[src/rtl/dediv_pkg.sv]
package dediv_pkg;

    // Scheduler phase within one output period
    typedef enum logic [0:0] {
        PH_LEAD  = 1'b0,   // counter below midpoint
        PH_TRAIL = 1'b1    // counter at or past midpoint
    } phase_e;

endpackage

[src/rtl/dediv_ratio_latch.sv]
module dediv_ratio_latch #(
    parameter int RATIO_W = 8
) (
    input  logic               clk,
    input  logic               rst,
    input  logic               load,
    input  logic [RATIO_W-1:0] ratio_in,
    output logic [RATIO_W-1:0] ratio_q,
    output logic [RATIO_W-1:0] half_q,
    output logic               odd_q
);

    localparam logic [RATIO_W-1:0] MIN_RATIO = RATIO_W'(2);

    logic [RATIO_W-1:0] ratio_next;

    always_comb begin
        ratio_next = (ratio_in < MIN_RATIO) ? MIN_RATIO : ratio_in;
    end

    // Captured during reset and at each period wrap only
    always_ff @(posedge clk) begin
        if (rst || load) begin
            ratio_q <= ratio_next;
        end
    end

    always_comb begin
        half_q = ratio_q >> 1;
        odd_q  = ratio_q[0];
    end

endmodule

[src/rtl/dediv_sched.sv]
module dediv_sched
    import dediv_pkg::*;
#(
    parameter int RATIO_W = 8
) (
    input  logic               clk,
    input  logic               rst,
    input  logic [RATIO_W-1:0] ratio_q,
    input  logic [RATIO_W-1:0] half_q,
    input  logic               odd_q,
    output logic [RATIO_W-1:0] cnt,
    output logic               wrap,
    output logic               rise_tgl,
    output logic               fall_req
);

    localparam logic [RATIO_W-1:0] ONE = RATIO_W'(1);

    phase_e ph, ph_nxt;
    logic   at_mid;
    logic   set_fall;

    always_comb begin
        wrap   = (cnt == ratio_q - ONE);
        at_mid = (cnt == half_q);
    end

    // Next-state logic
    always_comb begin
        ph_nxt = ph;
        unique case (ph)
            PH_LEAD:  if (cnt == half_q - ONE) ph_nxt = PH_TRAIL;
            PH_TRAIL: if (wrap)                ph_nxt = PH_LEAD;
            default:                           ph_nxt = PH_LEAD;
        endcase
    end

    // State and counter register
    always_ff @(posedge clk) begin
        if (rst) begin
            ph  <= PH_LEAD;
            cnt <= '0;
        end else begin
            ph  <= ph_nxt;
            cnt <= wrap ? '0 : cnt + ONE;
        end
    end

    // Outputs derived from state
    always_comb begin
        rise_tgl = 1'b0;
        set_fall = 1'b0;
        unique case (ph)
            PH_LEAD:  rise_tgl = (cnt == '0);
            PH_TRAIL: begin
                rise_tgl = !odd_q && at_mid;
                set_fall = odd_q && at_mid;
            end
            default: ;
        endcase
        if (rst) rise_tgl = 1'b0;
    end

    // One-cycle request seen by the falling-edge register
    always_ff @(posedge clk) begin
        if (rst) fall_req <= 1'b0;
        else     fall_req <= set_fall;
    end

endmodule

[src/rtl/dediv_edge_pair.sv]
module dediv_edge_pair (
    input  logic clk,
    input  logic rst,
    input  logic rise_tgl,
    input  logic fall_req,
    output logic q_rise,
    output logic q_fall,
    output logic clk_out
);

    always_ff @(posedge clk) begin
        if (rst)           q_rise <= 1'b0;
        else if (rise_tgl) q_rise <= ~q_rise;
    end

    always_ff @(negedge clk) begin
        if (rst)           q_fall <= 1'b0;
        else if (fall_req) q_fall <= ~q_fall;
    end

    // Only register outputs reach the pin
    always_comb begin
        clk_out = q_rise ^ q_fall;
    end

endmodule

[src/rtl/dualedge_clk_div.sv]
module dualedge_clk_div #(
    parameter int RATIO_W = 8
) (
    input  logic               clk,
    input  logic               rst,
    input  logic [RATIO_W-1:0] div_ratio,
    output logic               clk_out
);

    logic [RATIO_W-1:0] ratio_w;
    logic [RATIO_W-1:0] half_w;
    logic               odd_w;
    logic [RATIO_W-1:0] cnt_w;
    logic               wrap_w;
    logic               rise_tgl_w;
    logic               fall_req_w;
    logic               q_rise_w;
    logic               q_fall_w;

    dediv_ratio_latch #(.RATIO_W(RATIO_W)) u_ratio (
        .clk      (clk),
        .rst      (rst),
        .load     (wrap_w),
        .ratio_in (div_ratio),
        .ratio_q  (ratio_w),
        .half_q   (half_w),
        .odd_q    (odd_w)
    );

    dediv_sched #(.RATIO_W(RATIO_W)) u_sched (
        .clk      (clk),
        .rst      (rst),
        .ratio_q  (ratio_w),
        .half_q   (half_w),
        .odd_q    (odd_w),
        .cnt      (cnt_w),
        .wrap     (wrap_w),
        .rise_tgl (rise_tgl_w),
        .fall_req (fall_req_w)
    );

    dediv_edge_pair u_edges (
        .clk      (clk),
        .rst      (rst),
        .rise_tgl (rise_tgl_w),
        .fall_req (fall_req_w),
        .q_rise   (q_rise_w),
        .q_fall   (q_fall_w),
        .clk_out  (clk_out)
    );

endmodule

[config.mk]
export PLATFORM = sky130hd
export DESIGN_NAME = dualedge_clk_div
export DESIGN_NICKNAME = d
export VERILOG_FILES = /design/src/rtl/dediv_pkg.sv /design/src/rtl/dediv_ratio_latch.sv /design/src/rtl/dediv_sched.sv /design/src/rtl/dediv_edge_pair.sv /design/src/rtl/dualedge_clk_div.sv
export SDC_FILE = /design/constraint.sdc
export NUM_CORES = 1
export LEC_CHECK = 0
export ABC_AREA = 1
export CAP_MARGIN = 10
export CORE_ASPECT_RATIO = 1.2
export CORE_MARGIN = 4
export CORE_UTILIZATION = 32
export CTS_CLUSTER_DIAMETER = 100
export DETAILED_ROUTE_END_ITERATION = 10
export GPL_TIMING_DRIVEN = 0
export PLACE_DENSITY_LB_ADDON = 0.15
export SETUP_SLACK_MARGIN = 0.4
export SKIP_LAST_GASP = 1
export SLEW_MARGIN = 20
export SYNTH_ARGS = -nofsm -noshare
export SYNTH_HDL_FRONTEND = slang
export SYNTH_SLANG_ARGS = --single-unit
[constraint.sdc]
create_clock -name clk -period 2.3 [get_ports clk]
set_clock_uncertainty 0.05 [all_clocks]
set_input_delay 0.69 -clock clk [delete_from_list [all_inputs] [get_ports clk]]
set_output_delay 0.69 -clock clk [all_outputs]
set_load 0.005 [all_outputs]
==> run summary, run 1 <==
The average instance in the mapped netlist occupies 7.172 µm². STA puts the critical path data required time at 1560 ps. The clock buffer count from CTS was 3; the final count of negative-setup-slack endpoints was 1. For the final HPWL from detailed placement, the log shows 2.297 mm. In this run the static leakage power is 0.0007524 µW. The worst-path maximum fanout was 2; the synthesis-to-layout area growth was 31.98%. The via density per instance works out to 4.486. Counting distinct cell types in the post-synthesis netlist gives 25.

For the wire length of the first global-routing pass, the log shows 5.181 mm. By startpoint and endpoint, the worst setup path is classified as reg -> out. The floorplan step set the die height to 80.98 µm. The kind of start point of the critical path is a flop. The number of maximum-capacitance violations is 0. For the worst setup path, the data arrival time is 2050 ps. Fraction of final layout cells sized beyond drive strength 1: 0.2832. TritonCTS built the clock tree.

The cell sitting at the root of the clock tree is a sky130_fd_sc_hd__clkbuf_8. The cell count after synthesis came out at 198. The run gives 0 as the count of inserted antenna diode cells.

The run finished, with violations left. The tools report the sequential cell area fraction in the yosys report as 0.3383. Global routing finished with a remaining overflow of 0. The cell area after synthesis was 1420 µm²; the first-pass iteration count of the detailed router was 4. The remaining antenna violation count was 0; the fill cell total of the finished layout was 443.

For the pin with the worst max-slew slack, the measured transition is 425.6 ps. The routed layout has 1265 vias. The largest vdd supply drop was 213.3 µV. The worst-case clock buffer depth was 2. The final reports fail on setup timing. Walking the worst path, the cells encountered are xor2_1 > buf_2.

The cell area after placement is 1592 µm², and the net count after synthesis is 212. The number of endpoints with negative hold slack in the final report came out at 0. The library cell used most frequently in the layout, excluding fill and tap cells, is sky130_fd_sc_hd__nand2_1.

The weighted congestion reported at the end of routability-driven placement came out at 0.8327. The die span in x came out at 68.81 µm. Row generation in the floorplan step produced 26 rows. The die covers 5572 µm². The tightest min-delay check is of the reg -> reg type. The fraction of synthesized cell area taken by the top area cell type came out at 0.1692. The initial antenna violation count is 0, and the clock-pin slew on the worst setup and hold paths is 80 ps. After routing, the total negative slack on setup checks comes to -486.7 ps. For the worst-skew pair, the clock arrives at the later sink with an insertion delay of 260 ps. The tools report the area of the placeable core as 4262 µm². In the layout the commonest cells are sky130_fd_sc_hd__nand2_1 (46), sky130_fd_sc_hd__nor2_1 (19), sky130_fd_sc_hd__inv_1 (16). The logs give 0 for the max-slew violation count and 910.9 µm² for the area used by multi-input combinational logic.

The largest single stage delay on the critical path is 320 ps. After detailed routing, the total wire length is 3.167 mm. Yosys attributes the largest share of cell area to sky130_fd_sc_hd__dfxtp_1 (17%), sky130_fd_sc_hd__edfxtp_1 (17%), sky130_fd_sc_hd__nand2_1 (13%), sky130_fd_sc_hd__xnor2_1 (8.0%), sky130_fd_sc_hd__nor2_2 (5.7%). After synthesis the netlist holds a flip-flop and latch count of 20. The logs give 32 for the first-iteration detailed-routing DRC count and 0 for the number of hold buffers added after cts.

Setup repair after global routing could not meet its margin everywhere. 11 I/O pins were placed. The tools report the DRC violations left as 0. The clock drives 20 sinks. Max-slew headroom at the worst pin: 0.7160. For the initial core utilization, the log shows 0.3332. The number of H-tree levels came out at 1. The biggest area contributor in the post-synthesis netlist is sky130_fd_sc_hd__dfxtp_1. The largest individual stage delay along the critical path comes from the cell sky130_fd_sc_hd__dfxtp_2.

Smallest setup slack after layout: -486.7 ps. The tools report the number of global-route vias before repair as 1180. The worst setup path is captured at a primary output.

The number of buffers inserted by port buffering was 10; the global router's overall resource usage was 0.1255. Sequential cell area: 481.7 µm². The final routed wire length divided by cell count is 11.23 µm.

The post-route cell area was 1874 µm²; the maximum number of pins on one net before global-route repair was 12. The run gives 241 as the number of nets at the end of the flow. For this design the ratio of total power to cell area is 468.6 nW/µm². During synthesis, Yosys emitted a total of 0 warnings.
## registers in the layout (all words and copies together), names as in the netlist
name / count
u_edges.q_fall: 1
u_edges.q_rise: 1
u_ratio.ratio_q: 8
u_sched.cnt: 8
u_sched.fall_req: 1
u_sched.ph: 1
## through the flow
| stage | power [µW] | worst slack (ps) | utilization | instances | hold slack (ps) |
|---|---|---|---|---|---|
| after floorplan | 520.2 | -71.79 | - | 198 | 407.4 |
| after global placement | 568.9 | -570.6 | 0.3735 | 264 | 434.6 |
| after detailed placement | 568.8 | -568.2 | 0.3735 | 264 | 429.6 |
| after global routing | 927.4 | -564.3 | 0.4398 | 282 | 490.0 |
| final | 878.2 | -486.7 | 0.4398 | 282 | 445.0 |
| after CTS | 872.6 | -500.4 | 0.4190 | 280 | 443.9 |
## kinds of logic (layout without fill, tap and decap cells)
group / Yosys count / after routing / synth area share
flops: 20 / 20 / 0.3383
simple gates: 115 / 116 / 0.3780
xor+xnor: 22 / 22 / 0.1357
compound gates: 4 / 4 / 0.01409
fa+ha+maj: 4 / 4 / 0.03524
buf+inv: 33 / 60 / 0.09867
## worst paths after layout
| check | start | to | slack [ps] | depth (start not counted) |
|---|---|---|---|---|
| worst max-delay path | u_edges.q_fall | clk_out | -490 | 2 |
| worst min-delay path | u_sched.ph | u_sched.ph | 440 | 2 |
| worst max register to register | u_ratio.ratio_q[1] | u_ratio.ratio_q[0] | 410 | 10 |
| worst min register to register | u_sched.ph | u_sched.ph | 440 | 2 |
## cell usage after synthesis (all sizes together)
library cell	instances
nor2	34
xor2	9
xnor2	13
ha	4
nand3	18
clkbuf	6
nor4	1
edfxtp	8
a21oi	1
dfxtp	12
nor3	4
nand2	53
buf	3
inv	24
or2	3
o21ai	3
nand4	2
## report_power, final
group	internal, µW	total [µW]	switching, µW
logic	91.7	191	99.7
clock network	155	282	127
registers	385	405	19.8
## what timing repair did
item                                    CTS  global route
endpoints found under the setup margin   18            17
buffers inserted                         11             2
gates resized for setup                  19            20
hold endpoints to repair                  0             0
cloned                                    1             0
pin swaps                                 4            13
## cell type report
type | count | share of cell area
repair buffers | 23 | 0.1142
well taps | 56 | 0.03738
clock buffers | 4 | 0.02937
multi-input cells | 146 | 0.4860
inverters | 23 | 0.04740
plain buffers | 9 | 0.02670
flip-flops and latches | 20 | 0.2570
clock inverters | 1 | 0.002003
## critical path: cells and delay by family (launching register included)
family	cells	cell delay, ps
buf+inv	1	120
xor+xnor	1	130
flops	1	320
## routing by layer
metal	track usage	up-vias	wire (µm)
met4	0.04678	0	42
li1	-	667	-
met1	0.1454	582	1427
met3	0.01660	4	57
met2	0.2283	12	1639
met5	0	-	0
Note: power is estimated with default switching activity, not from simulation.
==> run 2, diff against run 1 <==
CTS_CLUSTER_SIZE = 8   (was unset)
DONT_BUFFER_PORTS = 1   (was unset)
==> run 2 against run 1 <==
- the flow still finishes with violations (setup timing)
- core utilization decreased by 3.8 points
- cell area decreased by 8.7%
- routed wire length decreased by 1.5%
- critical path type unchanged
- largest power group unchanged
- highest routed layer unchanged
==> run summary, run 2 (synthesis results as in run 1) <==
The tools report the worst-case clock buffer depth as 2 (unchanged). The count of inserted antenna diode cells was 0 (unchanged). The kind of start point of the critical path was a flop. Smallest setup slack after layout: -395.7 ps (+91.04 ps). The total detailed-routing wirelength was 3.120 mm (-1.5%). The tools report the arrival time reported for the critical path endpoint as 1960 ps (-90 ps). The capturing element type of the critical path is a primary output. The worst hold path belongs to the class in -> reg.

The total number of clock tree sinks was 20 (unchanged); the count of vias placed by the detailed router was 1172 (-7.4%). The flow ran to the end, but the final reports show violations. The buffer and inverter count on the worst path was 0 (-1); the maximum cell stage delay along the critical path was 330 ps (about the same). The tools report the total global routing overflow as 0 (unchanged). Final count of negative-setup-slack endpoints: 1 (unchanged). For the leakage power summed over all cells, the log shows 0.0006943 µW (-7.7%). The final routed wire length divided by cell count is 11.56 µm (+2.9%), and the synthesis-to-layout area growth is 20.53%.

For the largest vdd supply drop, the log shows 413.3 µV (+94%). The number of H-tree levels is 1 (unchanged), and the number of global-route vias before repair is 1085 (-8.1%). The tools report the number of top-level pins as 11 (unchanged). The first-iteration detailed-routing DRC count is 38 (+19%).

For this design, the slowest cell found on the critical path is sky130_fd_sc_hd__dfxtp_2. Die span in x: 68.81 µm (unchanged). Traced cell by cell, the critical path runs through xor2_2. The wire length of the first global-routing pass is 5.002 mm (-3.5%), and the number of nets at the end of the flow is 229 (-5.0%). The tools report the required arrival time at the worst endpoint as 1560 ps (about the same). For the final design utilization, the log shows 0.4016 (-0.03817). The logs give 0 (unchanged) for the remaining antenna violation count and -102.1 ps (+466.1 ps) for the worst setup slack before clock tree synthesis. The tools report the post-route cell area as 1712 µm² (-8.7%). The run gives 5 (+1) as the first-pass iteration count of the detailed router.

For the global router's overall resource usage, the log shows 0.1214 (-0.004075). The kind of critical path was reg -> out. The fraction of final layout cells sized beyond drive strength 1 is 0.2523 (-0.03085). The run gives 3 (unchanged) as the clock buffer count from CTS. Setup repair after global routing could not meet its margin everywhere. The initial core utilization was 0.3332 (unchanged); the DRC violations left was 0 (unchanged).

Cell row count: 26 (unchanged). The number of maximum-capacitance violations was 0 (unchanged); the worst-path maximum fanout was 2 (unchanged). The area enclosed by the die boundary is 5572 µm² (unchanged), and the number of buffers inserted by port buffering is 0 (-10). The logs give 0 (unchanged) for the number of hold buffers added after cts and 4262 µm² (unchanged) for the area of the placeable core. TritonCTS built the clock tree.

For the maximum number of pins on one net before global-route repair, the log shows 12 (unchanged). The gate family responsible for the most delay along the worst path was flip-flops. The library cell used as clock root buffer is sky130_fd_sc_hd__clkbuf_8. The checks that failed: setup timing. The clock-pin slew on the worst setup and hold paths is 80 ps (about the same), and the actual slew at the worst max-slew pin is 379.1 ps (-46.49 ps). The initial antenna violation count is 0 (unchanged), and the max-slew headroom at the worst pin is 0.7470 (+0.03103). Leaving out fill and tap cells, the most frequent cells in the layout are sky130_fd_sc_hd__nand2_1 (51), sky130_fd_sc_hd__nor2_1 (19), sky130_fd_sc_hd__inv_1 (16), sky130_fd_sc_hd__nand3_1 (16), sky130_fd_sc_hd__nor2_2 (14). Clock latency at the later pin of the worst-skew pair: 260 ps (about the same). The power density of the placed cells works out to 491.9 nW/µm² (+5.0%).

The weighted congestion reported at the end of routability-driven placement was 0.7979 (-4.2%). The via density per instance works out to 4.341 (-3.2%). The number of endpoints with negative hold slack in the final report came out at 0 (unchanged). The final HPWL from detailed placement is 2.300 mm (+0.12%). The die outline height was 80.98 µm (unchanged). The largest registers in the layout are u_ratio.ratio_q x8, u_sched.cnt x8.

The tools report the cell area after placement as 1491 µm² (-6.3%). For the max-slew violation count, the log shows 0 (unchanged). Most common library cell in the layout ignoring fill and taps: sky130_fd_sc_hd__nand2_1.
-- run 2: cell count changes in the layout (fill, tap and decap cells not counted), sizes merged --
cell           change
clkdlybuf4s50      -8
buf                -4
-- run 2: cell type report --
type                    instances  area [µm²]
plain buffers                   9       50.05
clock buffers                   4       55.05
clock inverters                 1       3.754
fillers                       452        2550
inverters                      23       86.33
multi-input cells             146       869.6
flip-flops and latches         20       481.7
well taps                      56       70.07
repair buffers                 11       95.09
-- run 2: worst paths after layout --
path	from	to	slack, ps	depth (start not counted)
setup / recovery	u_edges.q_fall	clk_out	-400	1
hold / removal	rst	u_sched.fall_req	450	1
hold reg to reg	u_sched.ph	u_sched.ph	450	2
setup reg to reg	u_ratio.ratio_q[1]	u_ratio.ratio_q[4]	470	10
-- run 2: timing repair --
| item | 4_1_cts | 5_1_grt |
|---|---|---|
| gates cloned | 0 | 1 |
| buffers inserted | 7 | 4 |
| gates resized for setup | 7 | 5 |
| pin swaps | 1 | 4 |
| setup endpoints to repair | 17 | 17 |
-- run 2: power breakdown --
part           switching, µW  internal (µW)  leakage (µW)
registers               20.9            386      0.000176
logic                   86.5           72.3      0.000484
clock network            122            155     0.0000341
total                    230            612      0.000694
-- run 2: layer usage --
layer | vias to the layer above | part of all wire | GRT usage
met2 | 18 | 0.50 | 0.2073
met3 | 4 | 0.034 | 0.01798
met4 | 0 | 0.014 | 0.04094
met5 | - | 0 | 0
met1 | 512 | 0.45 | 0.1534
li1 | 638 | - | -
-- run 2: through the flow --
step | power, µW | setup TNS (ps) | hold WS (ps) | cells
after global routing | 899.4 | -443.7 | 434.0 | 270
after floorplan | 520.2 | -71.79 | 407.4 | 198
after CTS | 840.2 | -406.1 | 445.1 | 265
after global placement | 546.8 | -100.7 | 436.1 | 254
final | 842.0 | -395.7 | 448.6 | 270
after detailed placement | 546.9 | -102.1 | 439.0 | 254
-- run 2: worst reg2reg max path, stage by stage (launching register included) --
cell                       delay [ps]
sky130_fd_sc_hd__edfxtp_1         410
sky130_fd_sc_hd__inv_2            130
sky130_fd_sc_hd__ha_4             170
sky130_fd_sc_hd__inv_2             60
sky130_fd_sc_hd__nor2_4            90
sky130_fd_sc_hd__nand3_1           80
sky130_fd_sc_hd__nand2_1           70
sky130_fd_sc_hd__nand2_1           70
sky130_fd_sc_hd__nor2_2           140
sky130_fd_sc_hd__nand3_4          150
sky130_fd_sc_hd__nand2_8          120
==> run 3, diff against run 2 <==
REMOVE_ABC_BUFFERS = 1   (was unset)
SKIP_CTS_REPAIR_TIMING = 1   (was unset)
==> run 3 against run 2 <==
- the run still ends with setup timing left
- sequential cell count unchanged
- global-route usage increased by 0.67 points
- total power increased by 13%
- cell area increased by 4.6%
- core utilization increased by 1.8 points
- sequential power increased by 1%
- count of clock-buffer cells in the layout decreased by 1
- critical path type unchanged
- register-to-register slack got worse by 210 ps
==> run summary, run 3 (synthesis results as in run 1) <==
The flow ran to the end, but the final reports show violations. The checks that failed: setup timing. For the weighted congestion reported at the end of routability-driven placement, the log shows 0.8462 (+6.1%). The met3 global-route usage is 0.01798 (unchanged). For this design, the slowest cell found on the critical path is sky130_fd_sc_hd__dfxtp_2. Leakage power summed over all cells: 0.0007222 µW (+4.0%). The largest registers in the layout are u_ratio.ratio_q x8, u_sched.cnt x8. The clock latency at the later pin of the worst-skew pair came out at 270 ps (about the same). The wire length of the first global-routing pass came out at 5.340 mm (+6.8%). For the global router's overall resource usage, the log shows 0.1281 (+0.006707).

For the largest vdd supply drop, the log shows 261.1 µV (-37%). The tools report the number of maximum-capacitance violations as 0 (unchanged). The total detailed-routing wirelength was 3.437 mm (+10%). Maximum number of pins on one net before global-route repair: 17 (+5). The total global routing overflow is 0 (unchanged). For the total number of clock tree sinks, the log shows 20 (unchanged).

The worst setup path is launched from a flop. The run gives 226 (-1.3%) as the number of nets at the end of the flow. The signal on the critical path passes through xor2_2. The tools report the number of global-route vias before repair as 1235 (+14%). The fraction of final layout cells sized beyond drive strength 1 came out at 0.3033 (+0.05098). The final routed wire length divided by cell count was 12.87 µm (+11%). TritonCTS built the clock tree. The run gives 2 (unchanged) as the worst-case clock buffer depth. The number of top-level pins was 11 (unchanged); the count of non-filler cells in the finished layout was 267 (-1.1%). For the final HPWL from detailed placement, the log shows 2.373 mm (+3.2%). The number of placed instances, taps included is 245 (-3.5%). The worst hold path terminates at u_sched.fall_req.

The die span in x is 68.81 µm (unchanged). Grouping stages by cell kind, the critical path spends the most delay in flip-flops. Remaining antenna violation count: 0 (unchanged).

The setup path with the least slack is of type reg -> out. The met2 global-route usage is 0.2216 (+0.01433). In this run the critical register-to-register path is captured at u_ratio.ratio_q[2]. The worst reg-to-reg setup slack was 260 ps (-210 ps); the smallest setup slack after layout was -403.5 ps (-7.813 ps).

Setup repair after global routing could not meet its margin everywhere. The actual slew at the worst max-slew pin works out to 441.6 ps (+62.50 ps). The startpoint identified for the worst register-to-register timing path is u_ratio.ratio_q[1]. The library cell used as clock root buffer is sky130_fd_sc_hd__clkbuf_8.

Leaving out fill and tap cells, the most frequent cells in the layout are sky130_fd_sc_hd__nand2_1 (49), sky130_fd_sc_hd__nor2_1 (19), sky130_fd_sc_hd__inv_1 (15). STA classifies the critical path endpoint as a primary output. The tools report the post-route cell area as 1790 µm² (+4.6%).

The worst-path maximum fanout works out to 2 (unchanged). In this run the most used layer during global routing was met2. The sequential cell area is 481.7 µm² (unchanged). Clock-pin slew on the worst setup and hold paths: 80 ps (about the same). In this run the worst hold path is classified as in -> reg.

The first-iteration detailed-routing DRC count came out at 30 (-21%). The DRC violations left came out at 0 (unchanged). The arrival time reported for the critical path endpoint was 1960 ps (about the same); the number of buffers inserted by port buffering was 0 (unchanged). The area used by multi-input combinational logic was 903.4 µm² (+3.9%); the clock buffer count from CTS was 3 (unchanged). Leaving out fill and tap cells, the most frequent cell in the layout is sky130_fd_sc_hd__nand2_1. Number of H-tree levels: 1 (unchanged). The area of the placeable core is 4262 µm² (unchanged), and the die outline height is 80.98 µm (unchanged). Required arrival time at the worst endpoint: 1560 ps (about the same). The area enclosed by the die boundary came out at 5572 µm² (unchanged). First-pass iteration count of the detailed router: 4 (-1). The max-slew violation count was 0 (unchanged); the number of instances on the worst hold path was 1 (unchanged). The worst hold path begins at rst. The final count of negative-setup-slack endpoints was 1 (unchanged); the cell area after placement was 1440 µm² (-3.4%). The power density of the placed cells came out at 530.5 nW/µm² (+7.8%). The final worst hold slack is 445.0 ps (-3.611 ps). The via density per instance is 4.581 (+5.5%).

Initial core utilization: 0.3332 (unchanged). The count of vias placed by the detailed router was 1223 (+4.4%). The sum of internal, switching and leakage power was 949.9 µW (+13%); the buffer and inverter count on the worst path was 0 (unchanged). The cell row count is 26 (unchanged). The run gives 0.1482 (-0.005210) as the met1 routing resource usage after global routing. The maximum cell stage delay along the critical path is 340 ps (about the same), and the number of endpoints with negative hold slack in the final report is 0 (unchanged). The run gives 0 (unchanged) as the initial antenna violation count. The run gives 0.7053 (-0.04171) as the max-slew headroom at the worst pin.

Compared with the post-synthesis result, the final layout area differs by 26.08%. The fill cell total of the finished layout is 432 (-4.4%), and the count of inserted antenna diode cells is 0 (unchanged). The worst reg2reg path depth was 11 (+1).
run 3: cell types whose count changed in the layout (fill, tap and decap cells not counted), moves of 2 or more:
cell,delta
sky130_fd_sc_hd__buf_4,-3
sky130_fd_sc_hd__clkbuf_1,-6
sky130_fd_sc_hd__nand3_2,+4
sky130_fd_sc_hd__buf_6,+7
sky130_fd_sc_hd__nand2_1,-2
sky130_fd_sc_hd__nand3_1,-4
sky130_fd_sc_hd__nand2_2,+2
run 3: layer usage:
| layer | part of all wire | vias up |
|---|---|---|
| met2 | 0.54 | 25 |
| met3 | 0.040 | 4 |
| met4 | 0.0099 | 0 |
| li1 | - | 634 |
| met5 | 0 | - |
| met1 | 0.40 | 560 |
run 3: cell type report:
type,instances,area share
clock buffers,3,0.02306
clock inverters,2,0.01887
inverters,23,0.04822
multi-input cells,146,0.5045
flip-flops and latches,20,0.2690
well taps,56,0.03913
repair buffers,17,0.09713
run 3: worst max-delay path by stage:
stage | from | endpoint | slack, ps | depth (start not counted)
floorplan | u_edges.q_fall | clk_out | -90 | 1
global placement | u_edges.q_fall | clk_out | -130 | 1
detailed placement | u_edges.q_fall | clk_out | -130 | 1
CTS | u_edges.q_fall | clk_out | -470 | 1
global route | u_edges.q_fall | clk_out | -450 | 1
finish | u_edges.q_fall | clk_out | -400 | 1
run 3: where the power goes:
part	switching, µW	leakage, µW	internal (µW)
clock	131	0.0000410	235
sequential	24.6	0.000176	386
combinational	92.0	0.000505	81.4
run 3: metrics by stage:
stage	utilization	TNS [ps]	setup slack, ps
global route	0.4201	-446.0	-446.0
finish	0.4201	-403.5	-403.5
global placement	0.3379	-130.1	-130.1
floorplan	-	-87.41	-87.41
detailed placement	0.3379	-125.8	-125.8
CTS	0.3547	-475.0	-475.0
